[src/rtl/pwm_group_pkg.sv]
// Shared definitions for the PWM group: channel counts and the mode bundle.
package pwm_group_pkg;
    localparam int NCH   = 4;
    localparam int NPAIR = NCH / 2;

    // Mode bits captured together at every period start
    typedef struct packed {
        logic center;
        logic paired;
        logic dual;
    } pwm_cfg_t;
endpackage

[src/rtl/pwm_timebase.sv]
// Shared period counter. Edge mode counts 0..P-1 and wraps; center mode counts
// 0..P-1 then P-1..0. It captures period and mode at each period start and flags
// the cycle before a period start and the cycle before the midpoint.
// Assumes the clamped period is at least MIN_PERIOD, which is at least 4.
module pwm_timebase
    import pwm_group_pkg::*;
#(
    parameter int CNT_W      = 8,
    parameter int MIN_PERIOD = 4
) (
    input  logic             clk,
    input  logic             rst_n,
    input  logic [CNT_W-1:0] period_in,
    input  pwm_cfg_t         cfg_in,
    output logic [CNT_W-1:0] cnt,
    output logic [CNT_W-1:0] per_act,
    output pwm_cfg_t         cfg_act,
    output logic             start_evt,
    output logic             mid_evt
);
    localparam logic [CNT_W-1:0] PMIN = CNT_W'(MIN_PERIOD);
    localparam logic [CNT_W-1:0] ONE  = CNT_W'(1);

    logic             up;
    logic [CNT_W-1:0] per_clamped;
    logic [CNT_W-1:0] last;
    logic [CNT_W-1:0] half_m1;

    // Apply the minimum period to the requested value
    always_comb per_clamped = (period_in < PMIN) ? PMIN : period_in;

    assign last    = per_act - ONE;
    assign half_m1 = (per_act >> 1) - ONE;

    // Detect the last cycle of a period and the cycle before the midpoint
    always_comb begin
        if (cfg_act.center) begin
            start_evt = !up && (cnt == '0);
            mid_evt   = up && (cnt == last);
        end else begin
            start_evt = (cnt == last);
            mid_evt   = (cnt == half_m1);
        end
    end

    // Advance the counter and capture settings at each period start
    always_ff @(posedge clk) begin
        if (!rst_n) begin
            cnt     <= '0;
            up      <= 1'b1;
            per_act <= per_clamped;
            cfg_act <= cfg_in;
        end else if (start_evt) begin
            cnt     <= '0;
            up      <= 1'b1;
            per_act <= per_clamped;
            cfg_act <= cfg_in;
        end else if (cfg_act.center) begin
            if (up) begin
                if (cnt == last) up <= 1'b0;
                else             cnt <= cnt + ONE;
            end else begin
                cnt <= cnt - ONE;
            end
        end else begin
            cnt <= cnt + ONE;
        end
    end
endmodule

[src/rtl/pwm_duty_bank.sv]
// Shadow and active duty registers. A write strobe fills the shadow bank.
// A load strobe copies the whole shadow bank into the active bank.
// Assumes the write and load strobes are single-cycle and synchronous to clk.
module pwm_duty_bank
    import pwm_group_pkg::*;
#(
    parameter int CNT_W = 8
) (
    input  logic                 clk,
    input  logic                 rst_n,
    input  logic                 wr_en,
    input  logic [NCH*CNT_W-1:0] duty_in,
    input  logic                 load_en,
    output logic [CNT_W-1:0]     duty_act [NCH]
);
    logic [CNT_W-1:0] shadow [NCH];

    for (genvar i = 0; i < NCH; i++) begin : g_ch
        // Hold the written value, and copy it to the active bank on reload
        always_ff @(posedge clk) begin
            if (!rst_n) begin
                shadow[i]   <= '0;
                duty_act[i] <= '0;
            end else begin
                if (wr_en)   shadow[i]   <= duty_in[i*CNT_W +: CNT_W];
                if (load_en) duty_act[i] <= shadow[i];
            end
        end
    end
endmodule

[src/rtl/pwm_chan_cmp.sv]
// One channel comparator, with no state. Edge mode: high while cnt < duty.
// Center mode: high while cnt >= P - duty, with the threshold saturating at 0.
// Assumes cnt < per, as the timebase guarantees.
module pwm_chan_cmp #(
    parameter int CNT_W = 8
) (
    input  logic [CNT_W-1:0] cnt,
    input  logic [CNT_W-1:0] per,
    input  logic [CNT_W-1:0] duty,
    input  logic             center,
    output logic             hi
);
    logic [CNT_W-1:0] thr;

    // Compute the center-mode threshold and choose the compare for the alignment
    always_comb begin
        thr = (duty >= per) ? '0 : (per - duty);
        hi  = center ? (cnt >= thr) : (cnt < duty);
    end
endmodule

[src/rtl/pwm_group.sv]
// Top of the four-output PWM group. It connects the timebase, the duty bank
// and four comparators, applies pair shaping, and registers the outputs and
// the reload pulses. Assumes duty_wr is a single-cycle strobe.
module pwm_group
    import pwm_group_pkg::*;
#(
    parameter int CNT_W      = 8,
    parameter int MIN_PERIOD = 4
) (
    input  logic                 clk,
    input  logic                 rst_n,
    input  logic                 cfg_center,
    input  logic                 cfg_paired,
    input  logic                 cfg_dual_update,
    input  logic [CNT_W-1:0]     period,
    input  logic                 duty_wr,
    input  logic [NCH*CNT_W-1:0] duty_in,
    output logic [NCH-1:0]       pwm_out,
    output logic                 load_start,
    output logic                 load_mid
);
    pwm_cfg_t         cfg_in;
    pwm_cfg_t         cfg_act;
    logic [CNT_W-1:0] cnt;
    logic [CNT_W-1:0] per_act;
    logic             start_evt;
    logic             mid_evt;
    logic             mid_load;
    logic             load_any;
    logic [CNT_W-1:0] duty_act [NCH];
    logic [NCH-1:0]   hi;
    logic [NCH-1:0]   shaped;

    assign cfg_in   = '{center: cfg_center, paired: cfg_paired, dual: cfg_dual_update};
    assign mid_load = mid_evt & cfg_act.dual & ~start_evt;
    assign load_any = start_evt | mid_load;

    pwm_timebase #(.CNT_W(CNT_W), .MIN_PERIOD(MIN_PERIOD)) u_tb (
        .clk       (clk),
        .rst_n     (rst_n),
        .period_in (period),
        .cfg_in    (cfg_in),
        .cnt       (cnt),
        .per_act   (per_act),
        .cfg_act   (cfg_act),
        .start_evt (start_evt),
        .mid_evt   (mid_evt)
    );

    pwm_duty_bank #(.CNT_W(CNT_W)) u_bank (
        .clk      (clk),
        .rst_n    (rst_n),
        .wr_en    (duty_wr),
        .duty_in  (duty_in),
        .load_en  (load_any),
        .duty_act (duty_act)
    );

    for (genvar i = 0; i < NCH; i++) begin : g_cmp
        pwm_chan_cmp #(.CNT_W(CNT_W)) u_cmp (
            .cnt    (cnt),
            .per    (per_act),
            .duty   (duty_act[i]),
            .center (cfg_act.center),
            .hi     (hi[i])
        );
    end

    for (genvar p = 0; p < NPAIR; p++) begin : g_pair
        assign shaped[2*p]   = hi[2*p];
        assign shaped[2*p+1] = cfg_act.paired ? ~hi[2*p] : hi[2*p+1];
    end

    // Register the shaped outputs and flag the cycles where the new duties apply
    always_ff @(posedge clk) begin
        if (!rst_n) begin
            pwm_out    <= '0;
            load_start <= 1'b0;
            load_mid   <= 1'b0;
        end else begin
            pwm_out    <= shaped;
            load_start <= start_evt;
            load_mid   <= mid_load;
        end
    end
endmodule

[config.mk]
export PLATFORM = sky130hd
export DESIGN_NAME = pwm_group
export DESIGN_NICKNAME = d
export VERILOG_FILES = /design/src/rtl/pwm_group_pkg.sv /design/src/rtl/pwm_timebase.sv /design/src/rtl/pwm_duty_bank.sv /design/src/rtl/pwm_chan_cmp.sv /design/src/rtl/pwm_group.sv
export SDC_FILE = /design/constraint.sdc
export NUM_CORES = 1
export LEC_CHECK = 0
export ABC_CLOCK_PERIOD_IN_PS = 3650
export CORE_ASPECT_RATIO = 0.6
export CORE_MARGIN = 4
export CORE_UTILIZATION = 55
export DETAILED_ROUTE_END_ITERATION = 8
export GPL_TIMING_DRIVEN = 0
export PLACE_DENSITY = 0.77
export SETUP_SLACK_MARGIN = 0.4
export SLEW_MARGIN = 25
export SYNTH_ARGS = -nofsm -noshare
export SYNTH_HDL_FRONTEND = slang
export SYNTH_HIERARCHICAL = 1
export SYNTH_SLANG_ARGS = --single-unit
[constraint.sdc]
create_clock -name clk -period 3.65 [get_ports clk]
set_clock_uncertainty 0.2 [all_clocks]
set_input_delay 0.5475 -clock clk [delete_from_list [all_inputs] [get_ports clk]]
set_output_delay 0.5475 -clock clk [all_outputs]
set_load 0.005 [all_outputs]
== Yosys cells after proc, flatten, opt, wreduce, memory -nomap -nowiden ==
Memory sizes are Yosys's and may differ from the RTL's. A register that Yosys moved wholly into a read port is not among the register bits.
Index checks and enable logic that the tools add are counted.

* Eq/ne operators: 4
* Bitwise operators: 11
* $add $sub $neg: 8
* Magnitude comparators: 13
* Reduce and logical (&&, ||, !) cells: 9
* Multiplexer cells: 30

{| class="wikitable"
|+ Operators with widths
! operator !! number
|-
| 8-bit 2-to-1 mux || 14
|-
| 8-bit greater-or-equal comparator || 8
|-
| 8-bit < comparator || 4
|-
| 8-bit subtractor || 4
|-
| 8-bit equality test || 2
|-
| 8-bit by 1-bit subtractor with 8-bit output (second input constant) || 2
|-
| 1-bit 2-to-1 mux || 14
|-
| 8-bit by 1-bit adder with 8-bit output (second input constant) || 1
|-
| 8-bit logical NOT || 1
|-
| 8-bit by 3-bit < comparator with 1-bit output (second input constant) || 1
|-
| 7-bit by 1-bit subtractor with 8-bit output (second input constant) || 1
|-
| 3-bit 2-to-1 mux || 2
|-
| 1-bit logical NOT || 5
|-
| 1-bit bitwise OR || 5
|-
| 1-bit inverter || 4
|-
| 3-bit != test (second input constant) || 1
|-
| 1-bit bitwise AND || 2
|-
| 1-bit logical AND || 2
|-
| 2-bit by 1-bit != test with 1-bit output (second input constant) || 1
|-
| 2-bit OR reduction || 1
|}

* Memories kept: 1
* Bits of input ports: 46
* Bits in writable memories: 32
* Output and inout port bits: 6
* Register bits: 26

{| class="wikitable"
|+ Memory list
! name !! depth !! width !! read ports !! clocked after Yosys merged registers in !! wr ports !! RTL line !! RTL
|-
| u_bank.shadow || 4 || 8 || 4 || 4 || 4 || pwm_duty_bank.sv:16 || <nowiki>logic [CNT_W-1:0] shadow [NCH];</nowiki>
|}

== Logic depth before layout (Yosys ltp) ==
* Depth in word-level cells: 7
* Depth in mapped cells: 15
* Depth with buffers taken out: 15

== Cells and area by module ==
Netlist, hierarchy kept.

{| class="wikitable"
|+ By module, submodules not included
! module !! cells an instance !! area each (um^2) !! sequential area each (um^2) !! instances
|-
| pwm_chan_cmp || 105 || 847.1 || 0.0 || 4
|-
| pwm_duty_bank || 175 || 2,444.8 || 1,601.5 || 1
|-
| pwm_timebase || 155 || 1,455.1 || 510.5 || 1
|-
| pwm_group || 17 || 207.7 || 120.1 || 1
|}

== Least setup slack after synthesis ==
Ideal clock, no wire load.

* Path type: reg-to-reg
* Start: register u_tb.per_act[1]
* End: register u_bank/duty_act[0] (netlist bit), read port of u_bank.shadow
* Library setup time: 116 ps
* Path buffers: 4
* Arrival: 3,003 ps
* Slack: 331 ps
* Stages on the path, launching flop included: 15
* Clock period less this slack: 3,319 ps
* Path through: edfxtp_1 -> inv_1 -> ha_1 -> or2b_1 -> buf_4 -> or4_4 -> a21oi_2 -> and4_4 -> buf_12 -> a41o_1 -> a21o_1 -> buf_6 -> buf_12 -> mux2i_1 -> nor2b_1

* Cells in the longest elaborated chain, start to end: 7
* Elaborated cells between the ends (all ways): 11
* Classes of those cells: add/sub (2); eq/ne (2); mux (2); bitwise (4); reduce/logical (1)

{| class="wikitable"
|+ Ends and longest elaborated chain
! what !! RTL line !! RTL
|-
| from (decl) || pwm_timebase.sv:16 || <nowiki>output logic [CNT_W-1:0] per_act,</nowiki>
|-
| from (signal assigned) || pwm_timebase.sv:51 || <nowiki>per_act <= per_clamped;</nowiki>
|-
| from (signal assigned) || pwm_timebase.sv:56 || <nowiki>per_act <= per_clamped;</nowiki>
|-
| 8-bit by 1-bit subtractor with 8-bit output || pwm_timebase.sv:32 || <nowiki>assign last = per_act - ONE;</nowiki>
|-
| 8-bit equality test || pwm_timebase.sv:39 || <nowiki>mid_evt = up && (cnt == last);</nowiki>
|-
| 1-bit logical AND || pwm_timebase.sv:39 ||
|-
| 1-bit 2-to-1 mux * || pwm_timebase.sv:37 || <nowiki>if (cfg_act.center) begin</nowiki>
|-
| via mid_evt || pwm_group.sv:27 || <nowiki>logic mid_evt;</nowiki>
|-
| 1-bit bitwise AND * (2 in series) || pwm_group.sv:35 || <nowiki>assign mid_load = mid_evt & cfg_act.dual & ~start_evt;</nowiki>
|-
| 1-bit bitwise OR * || pwm_group.sv:36 || <nowiki>assign load_any = start_evt | mid_load;</nowiki>
|-
| via load_any || pwm_group.sv:29 || <nowiki>logic load_any;</nowiki>
|-
| to (decl) || pwm_duty_bank.sv:14 || <nowiki>output logic [CNT_W-1:0] duty_act [NCH]</nowiki>
|}

Mark *: on every way through the listed nets, which the timed path passes. The rest lies on a longest branch.
A chain may end at the register's enable or synchronous reset.

== Worst setup path in the final report ==
* Start: register u_tb.cnt[6]
* End: register u_bank/duty_act[24] (netlist bit), read port of u_bank.shadow

* Cells in the longest elaborated chain, start to end: 6
* Elaborated cells between the ends (all ways): 11
* Classes of those cells: eq/ne (2); mux (2); bitwise (4); reduce/logical (3)

{| class="wikitable"
|+ Ends and longest elaborated chain
! what !! RTL line !! RTL
|-
| from (decl) || pwm_timebase.sv:15 || <nowiki>output logic [CNT_W-1:0] cnt,</nowiki>
|-
| from (signal assigned) || pwm_timebase.sv:61 || <nowiki>else cnt <= cnt + ONE;</nowiki>
|-
| from (signal assigned) || pwm_timebase.sv:63 || <nowiki>cnt <= cnt - ONE;</nowiki>
|-
| from (signal assigned) || pwm_timebase.sv:66 || <nowiki>cnt <= cnt + ONE;</nowiki>
|-
| 8-bit equality test || pwm_timebase.sv:39 ||
|-
| 1-bit logical AND || pwm_timebase.sv:39 ||
|-
| 1-bit 2-to-1 mux * || pwm_timebase.sv:37 ||
|-
| via mid_evt || pwm_group.sv:27 ||
|-
| 1-bit bitwise AND * (2 in series) || pwm_group.sv:35 ||
|-
| 1-bit bitwise OR * || pwm_group.sv:36 ||
|-
| via load_any || pwm_group.sv:29 ||
|}

Marks and branches as above.

==> results.py <==
metrics = {
    "yosys": {
        "synthesis.area_um2": 7500,
        "yosys_warnings": 6,
        "synth_cells": 767,
        "syn_avg_cell_area_um2": 9.77,
        "synthTopCellsByArea": "edfxtp_1, ha_1, dfxtp_1",
        "netlist.area_leader.share_pct": 17.2,
        "syn_nets": 914,
        "yosysMostFrequentCell": "ha_1",
        "ys_types": 71,
        "yosys.area.top_type": "edfxtp_1",
        "async_flop_share_pct": 0,
        "ys_ff_latch": 90,
        "synth_seq_area_share_pct": 29.8,
        "synth_edf_count": 43,
        "ys_dominant_reg_cell": "dfxtp_1",
        "synthTopCellsByCount": "ha_1, inv_1, dfxtp_1",
    },
    "power": {
        "p_leak_uw": 0.00376,
        "pwr-share-seq_pct": 40.8,
        "p_comb_share_pct": 23.4,
        "netSwitchingFraction_pct": 27.9,
        "p_int_uw": 2020,
        "pwr_density_cell_nw_per_um2": 298,
        "ir_drop_uv": 290,
        "p_sw_uw": 783,
        "clkPwrFrac_pct": 35.8,
    },
    "drt": {
        "vias_per_cell": 6.32,
        "drtIter0Drc": 588,
        "postRouteAntennaNets": 0,
        "wire_per_inst_um": 20.3,
        "route.detailed.drc": 0,
        "first_pass_iters": 5,
        "drt-total-wl_um": 21600,
        "vias": 6710,
    },
    "floorplanning": {
        "num_io_pins": 52,
        "die_x_um": 159,
        "die_height_um": 98.4,
        "num_rows": 32,
        "die_area_um2": 15600,
        "start_util_pct": 57.3,
        "design.core.area_um2": 13100,
    },
    "sta": {
        "period_minus_slack_ps": 3460,
        "fin_crit_sh_pct": 94.7,
        "rsz0062_at_grt": "yes",
        "drv_slew": 0,
        "setup_viol": 0,
        "max_slew_margin_pct": 32.5,
        "layout_setup_ws_ps": 193,
        "hold_violations": 0,
        "max_freq_mhz": 289,
        "tightest_slew_ps": 1010,
    },
    "finish": {
        "antenna_cells": 0,
        "area_growth_pct": 25.6,
        "drive_gt1_share_pct": 21.0,
        "fin_util_pct": 71.9,
        "layout.nets": 1035,
    },
    "clock_tree": {
        "cts_buffers": 9,
        "clkLatencyLatePin_ps": 340,
        "cts_root_buffer": "clkbuf_16",
        "cts_num_sinks": 90,
        "htree_levels": 3,
        "holdBufCountCts": 0,
        "clk_pin_slew_ps": 70,
        "cts_tree": "yes",
        "cts_buffer_depth": 2,
    },
    "critical_path": {
        "path_cells": "buf_4, xor2_1, nand3_2, a2111oi_4, and4_4, buf_12, a41o_1, a21o_1, buf_6, buf_12, buf_16, mux2i_1, nor2b_1",
        "r2r_end": "u_bank/duty_act[24]",
        "r2r_slack_ps": 190,
        "path_max_fanout": 9,
        "rr_worst_depth": 13,
        "path_class": "reg2reg",
        "critical_path.max_stage_delay_ps": 580,
        "cp_num_buf_inv": 5,
        "crit_required_ps": 3670,
        "crit_slowest_cell": "dfxtp_2",
        "r2r_start": "u_tb/cnt[6]",
        "cp_top_family": "buffers and inverters",
        "worst-endpoint-arrival_ps": 3480,
        "critPathLaunchType": "register",
        "end_kind": "register",
        "path_common_cell": "buf_12",
    },
    "global_routing": {
        "grt_pass1_wl_um": 33200,
        "gr-total-overflow": 0,
        "track_usage_pct": 26.1,
        "grt_pass1_vias": 6623,
        "grt_max_degree": 33,
        "antenna_found_initial": 0,
    },
    "status": {
        "status": "finished, final reports clean",
    },
    "hold_path": {
        "hold_class": "reg2reg",
        "hold_path_startpoint": "u_bank/shadow[1][12]",
        "whs_endpoint": "u_bank/duty_act[4]",
        "hold_depth": 2,
    },
    "placed_design": {
        "numPortBuffers": 51,
        "post-place-ws_ps": -158,
        "routabilityCongestion": 0.935,
        "dp_hpwl_um": 14200,
    },
    "job": {
        "drv_cap": 0,
    },
}
## cells by family after synthesis
kind of cell	after synthesis	share of synthesized area, %
multiplexers	32	4.27
buffers and inverters	97	6.84
AND/OR/NAND/NOR	248	20.1
flip-flops	90	29.8
XOR/XNOR	29	3.39
AO/OA/AOI/OAI	170	18.3
adder cells (fa/ha/maj)	101	17.3
## cell usage in the layout (no fill, tap or decap), types with 21 or more instances in the layout
cell type        count
buf_4               54
and3_1              32
dfxtp_1             43
clkdlybuf4s50_1     51
ha_1                86
nand2_1             38
nor2b_1             33
edfxtp_1            43
mux2i_1             30
inv_1               52
nor2_1              21
o21ai_0             26
## layout make-up
| class | count | area [µm²] |
|---|---|---|
| multi-input cells | 580 | 5050 |
| fillers | 885 | 3680 |
| flip-flops and latches | 90 | 2240 |
| repair buffers | 110 | 1080 |
| plain buffers | 39 | 302 |
| clock buffers | 9 | 225 |
| inverters | 58 | 223 |
| well taps | 170 | 213 |
| clock inverters | 6 | 90.1 |
## layer usage
metal / vias up / wire length [µm] / global-route usage, %
met3: 72 / 1730 / 5.14
met2: 339 / 9910 / 43.6
met1: 3216 / 9190 / 33.9
met5: - / 0 / 0
li1: 3083 / - / -
met4: 0 / 746 / 9.87
## power by group through the flow
stage	Clock [µW]	Combinational, µW	Sequential, µW
after floorplan	0	366	1160
after global placement	0	483	1180
after detailed placement	0	516	1180
after CTS	1010	600	1140
after global routing	1060	705	1150
final	1000	656	1150
## flip-flops by register name, indices dropped and copies added (netlist names)
register,cells
load_mid,1
load_start,1
pwm_out,4
u_bank/duty_act,32
u_bank/shadow,32
u_tb/cfg_act,3
u_tb/cnt,8
u_tb/per_act,8
u_tb/up,1
## worst max path at each step
stage                     from                   to  slack, ps  cells after the start
6_report           u_tb/cnt[6]  u_bank/duty_act[24]        190                     13
5_1_grt        u_tb/per_act[2]           pwm_out[1]        140                     14
4_1_cts        u_tb/per_act[1]           pwm_out[3]        330                     12
3_5_place_dp   u_tb/per_act[1]   u_bank/duty_act[9]       -160                     13
3_3_place_gp   u_tb/per_act[1]  u_bank/duty_act[16]        -40                     13
2_1_floorplan  u_tb/per_act[1]   u_bank/duty_act[0]        380                     14
## per-stage QoR
step	area (µm²)	setup TNS (ps)	cells	power, µW	hold slack (ps)
finish	9410	0	1062	2800	312
detailed placement	8230	-3770	988	1700	304
CTS	9190	0	1054	2760	318
global placement	8230	-909	988	1660	291
floorplan	7500	0	767	1520	263
global route	9410	0	1062	2920	341
## what timing repair did
| item | in CTS | in global routing |
|---|---|---|
| buffers inserted | 49 | 7 |
| setup endpoints to repair | 47 | 36 |
| gates cloned | 2 | 1 |
| pin swaps | 38 | 23 |
| gates resized for setup | 48 | 28 |
## tightest hold or removal path, stage by stage (launching register included)
cell and delay [ps]:
edfxtp_1 320, mux2i_1 60, nor2b_1 90
No activity file was read; power rests on OpenSTA's default activity.
